[config.mk]
export PLATFORM = sky130hd
export DESIGN_NAME = irq_input_conditioner
export DESIGN_NICKNAME = d
export VERILOG_FILES = /design/src/rtl/irqc_pkg.sv /design/src/rtl/irqc_line_count.sv /design/src/rtl/irqc_mode_regs.sv /design/src/rtl/irq_input_conditioner.sv
export SDC_FILE = /design/constraint.sdc
export NUM_CORES = 1
export LEC_CHECK = 0
export BUFFER_PORTS_ARGS = -buffer_cell sky130_fd_sc_hd__buf_2
export CAP_MARGIN = 0
export CORE_MARGIN = 2
export CORE_UTILIZATION = 67
export CTS_BUF_LIST = sky130_fd_sc_hd__clkbuf_2 sky130_fd_sc_hd__clkbuf_4 sky130_fd_sc_hd__clkbuf_8
export CTS_CLUSTER_DIAMETER = 120
export CTS_CLUSTER_SIZE = 40
export DETAILED_ROUTE_END_ITERATION = 10
export GPL_TIMING_DRIVEN = 0
export PLACE_DENSITY = 0.95
export SYNTH_ARGS = -nofsm -noshare
export SYNTH_HDL_FRONTEND = slang
export SYNTH_HIERARCHICAL = 1
export SYNTH_SLANG_ARGS = --single-unit
[constraint.sdc]
create_clock -name clk -period 4.7 [get_ports clk]
set_input_delay 0.94 -clock clk [delete_from_list [all_inputs] [get_ports clk]]
set_output_delay 0.94 -clock clk [all_outputs]
set_load 0.01 [all_outputs]
[src/rtl/irqc_pkg.sv]
package irqc_pkg;

    typedef enum logic [1:0] {
        EV_ASSERT   = 2'b00,
        EV_DEASSERT = 2'b01,
        EV_PULSE    = 2'b10,
        EV_RSVD     = 2'b11
    } ev_kind_e;

    typedef enum logic [1:0] {
        RES_SET,
        RES_CLR,
        RES_HOLD,
        RES_IGN
    } result_e;

endpackage

[src/rtl/irqc_line_count.sv]
module irqc_line_count
    import irqc_pkg::*;
#(
    parameter int CNT_W = 4
) (
    input  logic     clk,
    input  logic     rst_n,
    input  logic     hit,
    input  ev_kind_e kind,
    input  logic     level,
    output logic     set_o,
    output logic     clr_o,
    output logic     ign_o,
    output logic     err_o
);

    logic [CNT_W-1:0] cnt_q;
    logic [CNT_W-1:0] cnt_nxt;
    logic             err_q;
    logic             under;
    result_e          res;
    logic             is_zero;
    logic             is_one;
    logic             is_full;

    assign is_zero = (cnt_q == '0);
    assign is_one  = (cnt_q == CNT_W'(1));
    assign is_full = &cnt_q;

    always_comb begin
        cnt_nxt = cnt_q;
        res     = RES_IGN;
        under   = 1'b0;
        unique case (kind)
            EV_ASSERT: begin
                cnt_nxt = is_full ? cnt_q : cnt_q + CNT_W'(1);
                res     = (is_zero || level) ? RES_SET : RES_IGN;
            end
            EV_DEASSERT: begin
                if (is_zero) begin
                    under = 1'b1;
                    res   = RES_IGN;
                end else begin
                    cnt_nxt = cnt_q - CNT_W'(1);
                    if (level) res = is_one ? RES_CLR : RES_SET;
                    else       res = is_one ? RES_HOLD : RES_IGN;
                end
            end
            EV_PULSE: begin
                if (level) res = is_zero ? RES_CLR : RES_SET;
                else       res = is_zero ? RES_SET : RES_IGN;
            end
            EV_RSVD: res = RES_HOLD;
        endcase
    end

    always_ff @(posedge clk) begin
        if (!rst_n) begin
            cnt_q <= '0;
            err_q <= 1'b0;
        end else if (hit) begin
            cnt_q <= cnt_nxt;
            if (under) err_q <= 1'b1;
        end
    end

    assign set_o = hit && (res == RES_SET);
    assign clr_o = hit && (res == RES_CLR);
    assign ign_o = hit && (res == RES_IGN);
    assign err_o = err_q;

endmodule

[src/rtl/irqc_mode_regs.sv]
module irqc_mode_regs #(
    parameter int                NPINS     = 16,
    parameter int                CTRL_W    = 8,
    parameter logic [NPINS-1:0]  EDGE_ONLY = 16'h2107,
    localparam int               NCTRL     = NPINS / CTRL_W,
    localparam int               SEL_W     = (NCTRL > 1) ? $clog2(NCTRL) : 1,
    localparam int               PIN_W     = $clog2(NPINS) + 1
) (
    input  logic              clk,
    input  logic              rst_n,
    input  logic              cfg_wr,
    input  logic [SEL_W-1:0]  cfg_sel,
    input  logic [CTRL_W-1:0] cfg_wdata,
    output logic [CTRL_W-1:0] cfg_rdata,
    input  logic              trig_valid,
    input  logic [PIN_W-1:0]  trig_pin,
    input  logic              trig_level,
    output logic              trig_reject,
    output logic [NPINS-1:0]  mode
);

    logic [NPINS-1:0] mode_q;
    logic             trig_rej_q;
    logic             trig_in_range;
    logic             trig_ok;

    assign trig_in_range = (trig_pin < PIN_W'(NPINS));
    assign trig_ok = trig_valid && trig_in_range &&
                     !(trig_level && EDGE_ONLY[trig_pin[PIN_W-2:0]]);

    always_ff @(posedge clk) begin
        if (!rst_n) begin
            mode_q     <= '0;
            trig_rej_q <= 1'b0;
        end else begin
            trig_rej_q <= trig_valid && !trig_ok;
            for (int p = 0; p < NPINS; p++) begin
                if (cfg_wr && (cfg_sel == SEL_W'(p / CTRL_W)))
                    mode_q[p] <= cfg_wdata[p % CTRL_W] && !EDGE_ONLY[p];
                else if (trig_ok && (trig_pin == PIN_W'(p)))
                    mode_q[p] <= trig_level;
            end
        end
    end

    assign cfg_rdata   = mode_q[cfg_sel*CTRL_W +: CTRL_W];
    assign trig_reject = trig_rej_q;
    assign mode        = mode_q;

endmodule

[src/rtl/irq_input_conditioner.sv]
module irq_input_conditioner
    import irqc_pkg::*;
#(
    parameter int                NPINS     = 16,
    parameter int                CTRL_W    = 8,
    parameter int                CNT_W     = 4,
    parameter logic [NPINS-1:0]  EDGE_ONLY = 16'h2107,
    localparam int               NCTRL     = NPINS / CTRL_W,
    localparam int               SEL_W     = (NCTRL > 1) ? $clog2(NCTRL) : 1,
    localparam int               PIN_W     = $clog2(NPINS) + 1
) (
    input  logic              clk,
    input  logic              rst_n,
    input  logic [NCTRL-1:0]  ctrl_ready,
    input  logic              ev_valid,
    input  logic [PIN_W-1:0]  ev_pin,
    input  logic [1:0]        ev_kind,
    input  logic              cfg_wr,
    input  logic [SEL_W-1:0]  cfg_sel,
    input  logic [CTRL_W-1:0] cfg_wdata,
    output logic [CTRL_W-1:0] cfg_rdata,
    input  logic              trig_valid,
    input  logic [PIN_W-1:0]  trig_pin,
    input  logic              trig_level,
    output logic              trig_reject,
    output logic [NPINS-1:0]  req_set,
    output logic [NPINS-1:0]  req_clr,
    output logic              ev_ignored,
    output logic              ev_reject,
    output logic [NPINS-1:0]  cnt_err
);

    ev_kind_e         kind;
    logic             kind_ok;
    logic             pin_ok;
    logic [NPINS-1:0] mode_w;
    logic [NPINS-1:0] hit_v;
    logic [NPINS-1:0] set_v;
    logic [NPINS-1:0] clr_v;
    logic [NPINS-1:0] ign_v;
    logic [NPINS-1:0] set_q;
    logic [NPINS-1:0] clr_q;
    logic             ign_q;
    logic             rej_q;

    assign kind    = ev_kind_e'(ev_kind);
    assign kind_ok = (kind != EV_RSVD);
    assign pin_ok  = (ev_pin < PIN_W'(NPINS));

    irqc_mode_regs #(
        .NPINS     (NPINS),
        .CTRL_W    (CTRL_W),
        .EDGE_ONLY (EDGE_ONLY)
    ) u_modes (
        .clk         (clk),
        .rst_n       (rst_n),
        .cfg_wr      (cfg_wr),
        .cfg_sel     (cfg_sel),
        .cfg_wdata   (cfg_wdata),
        .cfg_rdata   (cfg_rdata),
        .trig_valid  (trig_valid),
        .trig_pin    (trig_pin),
        .trig_level  (trig_level),
        .trig_reject (trig_reject),
        .mode        (mode_w)
    );

    for (genvar p = 0; p < NPINS; p++) begin : g_line
        assign hit_v[p] = ev_valid && kind_ok && (ev_pin == PIN_W'(p)) &&
                          ctrl_ready[p / CTRL_W];

        irqc_line_count #(
            .CNT_W (CNT_W)
        ) u_cnt (
            .clk   (clk),
            .rst_n (rst_n),
            .hit   (hit_v[p]),
            .kind  (kind),
            .level (mode_w[p]),
            .set_o (set_v[p]),
            .clr_o (clr_v[p]),
            .ign_o (ign_v[p]),
            .err_o (cnt_err[p])
        );
    end

    always_ff @(posedge clk) begin
        if (!rst_n) begin
            set_q <= '0;
            clr_q <= '0;
            ign_q <= 1'b0;
            rej_q <= 1'b0;
        end else begin
            set_q <= set_v;
            clr_q <= clr_v;
            ign_q <= |ign_v;
            rej_q <= ev_valid && (!pin_ok || !kind_ok);
        end
    end

    assign req_set    = set_q;
    assign req_clr    = clr_q;
    assign ev_ignored = ign_q;
    assign ev_reject  = rej_q;

endmodule

# ---- Word level (Yosys, flattened, before mapping)
# Memory sizes are Yosys's and may differ from the RTL's.
# Index checks and enable logic that the tools add are counted.
dict set report totals {
  inputBits 29
  n_memories 1
  out_inout_bits 59
  wordCells 676
  register_bits 131
  rom_bits 16
}
# name words width rd rd_clocked_by_memory_dff write_ports line
set memory_table {}
lappend memory_table {{(no name shown)} 16 1 1 0 0 irqc_mode_regs.sv:29} ;# !(trig_level && EDGE_ONLY[trig_pin[PIN_W-2:0]]);
dict set report op_classes {
  n_addsub 32
  n_reduce_logical 223
  mux 247
  n_shift 1
  eq_ne 114
  magnitude_cmp 3
  n_bitwise 2
}
# cell count
set op_table {}
lappend op_table {{two-way mux 2 bit} 80}
lappend op_table {{two-way mux 4 bit} 32}
lappend op_table {{one-hot mux 2 bit (4 select lines)} 16}
lappend op_table {{one-hot mux 4 bit (2 select lines)} 16}
lappend op_table {{AND reduction 4 bit} 32}
lappend op_table {{logical AND 1 bit} 104}
lappend op_table {{two-way mux 1 bit} 103}
lappend op_table {{equality test 5 x 4 -> 1 bit, second input constant} 16}
lappend op_table {{!= test 2 bit, second input constant} 33}
lappend op_table {{adder 4 x 1 -> 4 bit, second input constant} 16}
lappend op_table {{equality test 4 x 1 -> 1 bit, second input constant} 16}
lappend op_table {{zero test 4 bit} 16}
lappend op_table {{subtractor 4 x 1 -> 4 bit, second input constant} 16}
lappend op_table {{equality test 5 x 3 -> 1 bit, second input constant} 8}
lappend op_table {{equality test 2 bit, second input constant} 18}
lappend op_table {{equality test 2 x 1 -> 1 bit, second input constant} 17}
lappend op_table {{zero test 2 bit} 17}
lappend op_table {{AND reduction 2 bit} 16}
lappend op_table {{nonzero test 2 bit} 12}
lappend op_table {{equality test 5 x 2 -> 1 bit, second input constant} 4}
lappend op_table {{logical OR 1 bit} 17}
lappend op_table {{OR reduction 16 bit} 1}
lappend op_table {{indexed part select 16 x 5 -> 8 bit} 1}
lappend op_table {{equality test 5 x 1 -> 1 bit, second input constant} 2}
lappend op_table {{other kinds (6)} 13}

# ---- Logic depth before layout (Yosys ltp)
dict set report logic_depth {
  depth_word 8
  mapped_depth 10
}

# ---- Modules after synthesis
# Netlist, hierarchy kept.
# module cells_each n_inst area_per_inst_um2
set by_module_without_submodules {}
lappend by_module_without_submodules {{irqc_line_count at g_line[0].u_cnt ...} 50 13 434.2}
lappend by_module_without_submodules {{irqc_line_count at g_line[7].u_cnt ...} 50 3 432.9}
lappend by_module_without_submodules {irq_input_conditioner 104 1 1144.8}
lappend by_module_without_submodules {irqc_mode_regs 114 1 967.2}

# ---- Worst setup path after synthesis
# Ideal clock, no wire load.
dict set report synth_timing {
  path_kind {in2reg}
  startpoint {input port ev_valid}
  endpoint {register g_line[4].u_cnt.cnt_q[2]}
  required_time_ns 4.630
  setup_time_ns 0.070
  n_path_buf 1
  t_arrival_ns 2.630
  slack_ns 2.000
  cell_stages 6
  path_cell_list {a21bo_2 > buf_2 > nor4_1 > o2111ai_4 > or3_1 > a21boi_1}
}
dict set report synth_via {
  elab_chain_len 4
}
# item line
set synth_rtl {}
lappend synth_rtl {{from (decl)} irq_input_conditioner.sv:15} ;# input logic ev_valid,
lappend synth_rtl {{logical AND 1 bit (3 in series)} irq_input_conditioner.sv:69} ;# assign hit_v[p] = ev_valid && kind_ok && (ev_pin == PIN_W'(p)) &&
lappend synth_rtl {{net hit_v[4]} irq_input_conditioner.sv:37} ;# logic [NPINS-1:0] hit_v;
lappend synth_rtl {{AND reduction 4 bit (no source line)} -}
lappend synth_rtl {{to (signal assigned)} irqc_line_count.sv:62} ;# cnt_q <= cnt_nxt;
lappend synth_rtl {{to (decl)} irqc_line_count.sv:17} ;# logic [CNT_W-1:0] cnt_q;
# The timed path passes the listed nets, and every way through them passes these cells.
# A chain may end at the register's enable or synchronous reset.

# ---- Worst setup path in the final report
dict set report layout_timing {
  startpoint {input port ev_kind[1]}
  endpoint {register ign_q (netlist: ev_ignored)}
}
dict set report layout_via {
  elab_chain_len 6
}
# item line
set layout_rtl {}
lappend layout_rtl {{from (decl)} irq_input_conditioner.sv:17} ;# input logic [1:0] ev_kind,
lappend layout_rtl {{!= test 2 bit} irq_input_conditioner.sv:47} ;# assign kind_ok = (kind != EV_RSVD);
lappend layout_rtl {{logical AND 1 bit (3 in series)} irq_input_conditioner.sv:69}
lappend layout_rtl {{net hit_v[5]} irq_input_conditioner.sv:37}
lappend layout_rtl {{logical AND 1 bit} irqc_line_count.sv:69} ;# assign ign_o = hit && (res == RES_IGN);
lappend layout_rtl {{net ign_v[5]} irq_input_conditioner.sv:40} ;# logic [NPINS-1:0] ign_v;
lappend layout_rtl {{OR reduction 16 bit} irq_input_conditioner.sv:96} ;# ign_q <= |ign_v;
lappend layout_rtl {{to (signal assigned)} irq_input_conditioner.sv:96}
lappend layout_rtl {{to (decl)} irq_input_conditioner.sv:43} ;# logic ign_q;
# The timed path passes the listed nets, and every way through them passes these cells.

==> results.sh <==
export IMPL_multi_input_comb_area_um2=5870
export IMPL_globalRouteOverflowTotal=0
export IMPL_core_region_area_um2=13200
export IMPL_hp_class="reg -> reg"
export IMPL_tightestPinTransition_ns=1.22
export IMPL_cts_setup_buffers=0
export IMPL_finalMaxSlewViolations=0
export IMPL_port_buffer_count=81
export IMPL_ys_types=51
export IMPL_final_common_cell="dfxtp_1"
export IMPL_max_vdd_ir_drop_mv=0.236
export IMPL_pwrdens_nw_per_um2=237
export IMPL_critPathSlowestCell="nor4_1"
export IMPL_dieHeight_um=120
export IMPL_die_span_in_x_um=120
export IMPL_clk_insertion_delay_late_ns=0.47
export IMPL_routed_wire_length_per_instance_um=16.6
export IMPL_final_period_minus_worst_setup_slack_ns=3.69
export IMPL_numCtsBuffers=17
export IMPL_dieArea_um2=14500
export IMPL_antenna_found_initial=0
export IMPL_post_synth_cell_area_avg_um2=8.89
export IMPL_syn2layout_area_growth_pct=12.0
export IMPL_grt_pass1_wl_mm=35.2
export IMPL_initial_standard_cell_utilization_of_the_core_pct=68.4
export IMPL_clock_tree_root_cell="clkbuf_8"
export IMPL_timing_max_cap_violations=0
export IMPL_holdWs_ns=0.461
export IMPL_ff_latch_area_um2=2620
export IMPL_crit_path_start_kind="primary input"
export IMPL_cts_repair_resized=0
export IMPL_detailedPlacementHpwl_mm=15.1
export IMPL_asyncSetResetFlopFracSynth_pct=0
export IMPL_cts_htree_levels=4
export IMPL_worst_path_dominant_cell_family="simple AND/OR/NAND/NOR gates"
export IMPL_synth_nets=1127
export IMPL_path_class="in -> reg"
export IMPL_num_vias=8073
export IMPL_maxClockFrequency_ghz=0.271
export IMPL_synthCells=1018
export IMPL_gp_congestion=0.922
export IMPL_placement_rows=42
export IMPL_final_layout_size_suffix_gt1_share_pct=18.0
export IMPL_hold_viol_final=0
export IMPL_slowest_delay_ns=0.99
export IMPL_dominantRegCellSynth="dfxtp_1"
export IMPL_setup_violations=0
export IMPL_gr_usage_all_layers_pct=30.3
export IMPL_crit_chain="buf_2 > a21bo_2 > buf_2 > nor4_1 > inv_1 > nor3_1 > nor4_1 > a41oi_1"
export IMPL_worst_clock_skew_ns=0.00658
export IMPL_tritoncts="done"
export IMPL_holdBufCountCts=0
export IMPL_deepest_clock_path_buffer_count=2
export IMPL_worst_endpoint_required_ns=5.10
export IMPL_power_leakage_nw=4.27
export IMPL_ys_ff_latch=131
export IMPL_antenna_cells_inserted=0
export IMPL_grt_max_degree=112
export IMPL_result_of_the_run="finished, final reports clean"
export IMPL_drc=0
export IMPL_yosysWarnings=6
export IMPL_worstPathBufferInverterCount=3
export IMPL_clk_pin_slew_worst_paths_ns=0.07
export IMPL_detail_route_antenna_nets=0
export IMPL_fill_cells=876
export IMPL_io_pins=88
export IMPL_grt_pass1_vias=7380
export IMPL_synth_enable_flop_cells=0
export IMPL_grt_setup_unrepaired="false"
export IMPL_final_nets=1228
export IMPL_post_route_period_util_pct=78.4
export IMPL_vias_per_cell=6.17
export IMPL_violation_count_after_the_first_detailed_routing_iteration=765
export IMPL_worst_ep_arrival_time_ns=4.08
export IMPL_setup_total_negative_slack_ns=0
export IMPL_slew_headroom_pct=18.0
export IMPL_synth_seq_area_share_pct=29.0
export IMPL_cts_sinks=131
export IMPL_setup_worst_path_end_class="register"
export IMPL_layout_cells_most_common_list="131 x dfxtp_1, 111 x inv_1, 103 x buf_2"
export IMPL_drt_pre_antenna_iters=5
export IMPL_syn_cell_area_um2=9050
export IMPL_worst_path_max_fanout=66
export IMPL_detail_route_wirelength_mm=21.7
state kept, by name, indices dropped and copies added, names as in the netlist:
register             flops
ev_reject                1
g_line.u_cnt/cnt_q      64
req_clr                 16
u_modes/mode            16
ev_ignored               1
g_line.u_cnt/err_o      16
req_set                 16
u_modes/trig_reject      1
per-layer routing:
layer  up-vias  wire length [um]  track usage (%)
met3        45              1420             6.32
met5         -                 0                0
met4         0               539             12.8
li1       3890                 -                -
met1      3828              9390             38.5
met2       310             10400             50.0
Yosys cell counts, drive strengths merged (21+ instances only):
cell    instances  area share, %
and2           50            3.5
nor4           26            2.1
o21ai          51            2.8
a21oi          27            1.5
nand2          61            2.5
inv           113            4.7
xnor2          32            3.1
nand2b         35            2.4
mux2i          37            4.1
buf            25            1.4
nor3           37            2.1
nor2           21           0.87
dfxtp         131             29
ha             80             11
cells by family (layout without fill, tap and decap cells):
group	Yosys count	in the layout	synth area share (%)
adder cells (fa/ha/maj)	80	80	11.1
XOR/XNOR	32	32	3.10
buffers and inverters	142	256	6.26
flip-flops	131	131	29.0
AND/OR/NAND/NOR	358	358	24.6
AO/OA/AOI/OAI	230	230	20.9
multiplexers	45	45	5.09
area by class of cell:
| type | instances | share of cell area [%] |
|---|---|---|
| plain buffers | 29 | 1.41 |
| repair buffers | 82 | 4.32 |
| multi-input cells | 745 | 57.8 |
| clock inverters | 12 | 1.53 |
| flip-flops and latches | 131 | 25.9 |
| inverters | 113 | 4.18 |
| clock buffers | 20 | 2.71 |
| well taps | 176 | 2.17 |
where the power goes:
part	switching, mW	internal [mW]
Combinational	0.157	0.0934
Sequential	0.0126	1.12
Clock	0.463	0.565
Total	0.633	1.78
final timing paths:
path | startpoint | to | slack (ns) | cells after the start
max | ev_kind[1] | ev_ignored | 1.01 | 8
min reg2reg | g_line[8].u_cnt/err_o | g_line[8].u_cnt/err_o | 0.46 | 1
max reg2reg | g_line[13].u_cnt/cnt_q[1] | ev_ignored | 1.79 | 10
min | g_line[8].u_cnt/err_o | g_line[8].u_cnt/err_o | 0.46 | 1
worst register-to-register path: cells and delay by family, from the launching register on:
kind | cells | cell delay [ns]
flops | 1 | 0.34
fa+ha+maj | 2 | 0.52
compound gates | 4 | 0.64
buf+inv | 1 | 0.10
simple gates | 3 | 1.15
stage by stage:
stage	utilization [%]	instance area, um2	std cells	setup WS [ns]	power, mW
after floorplan	-	9050	1018	2.00	1.31
after global placement	73.1	9680	1275	0.517	1.39
after detailed placement	73.3	9710	1276	0.742	1.40
after CTS	76.6	10100	1308	1.21	2.42
after global routing	76.6	10100	1308	1.03	2.49
final	76.6	10100	1308	1.01	2.41
(Power assumes the default switching activity.)
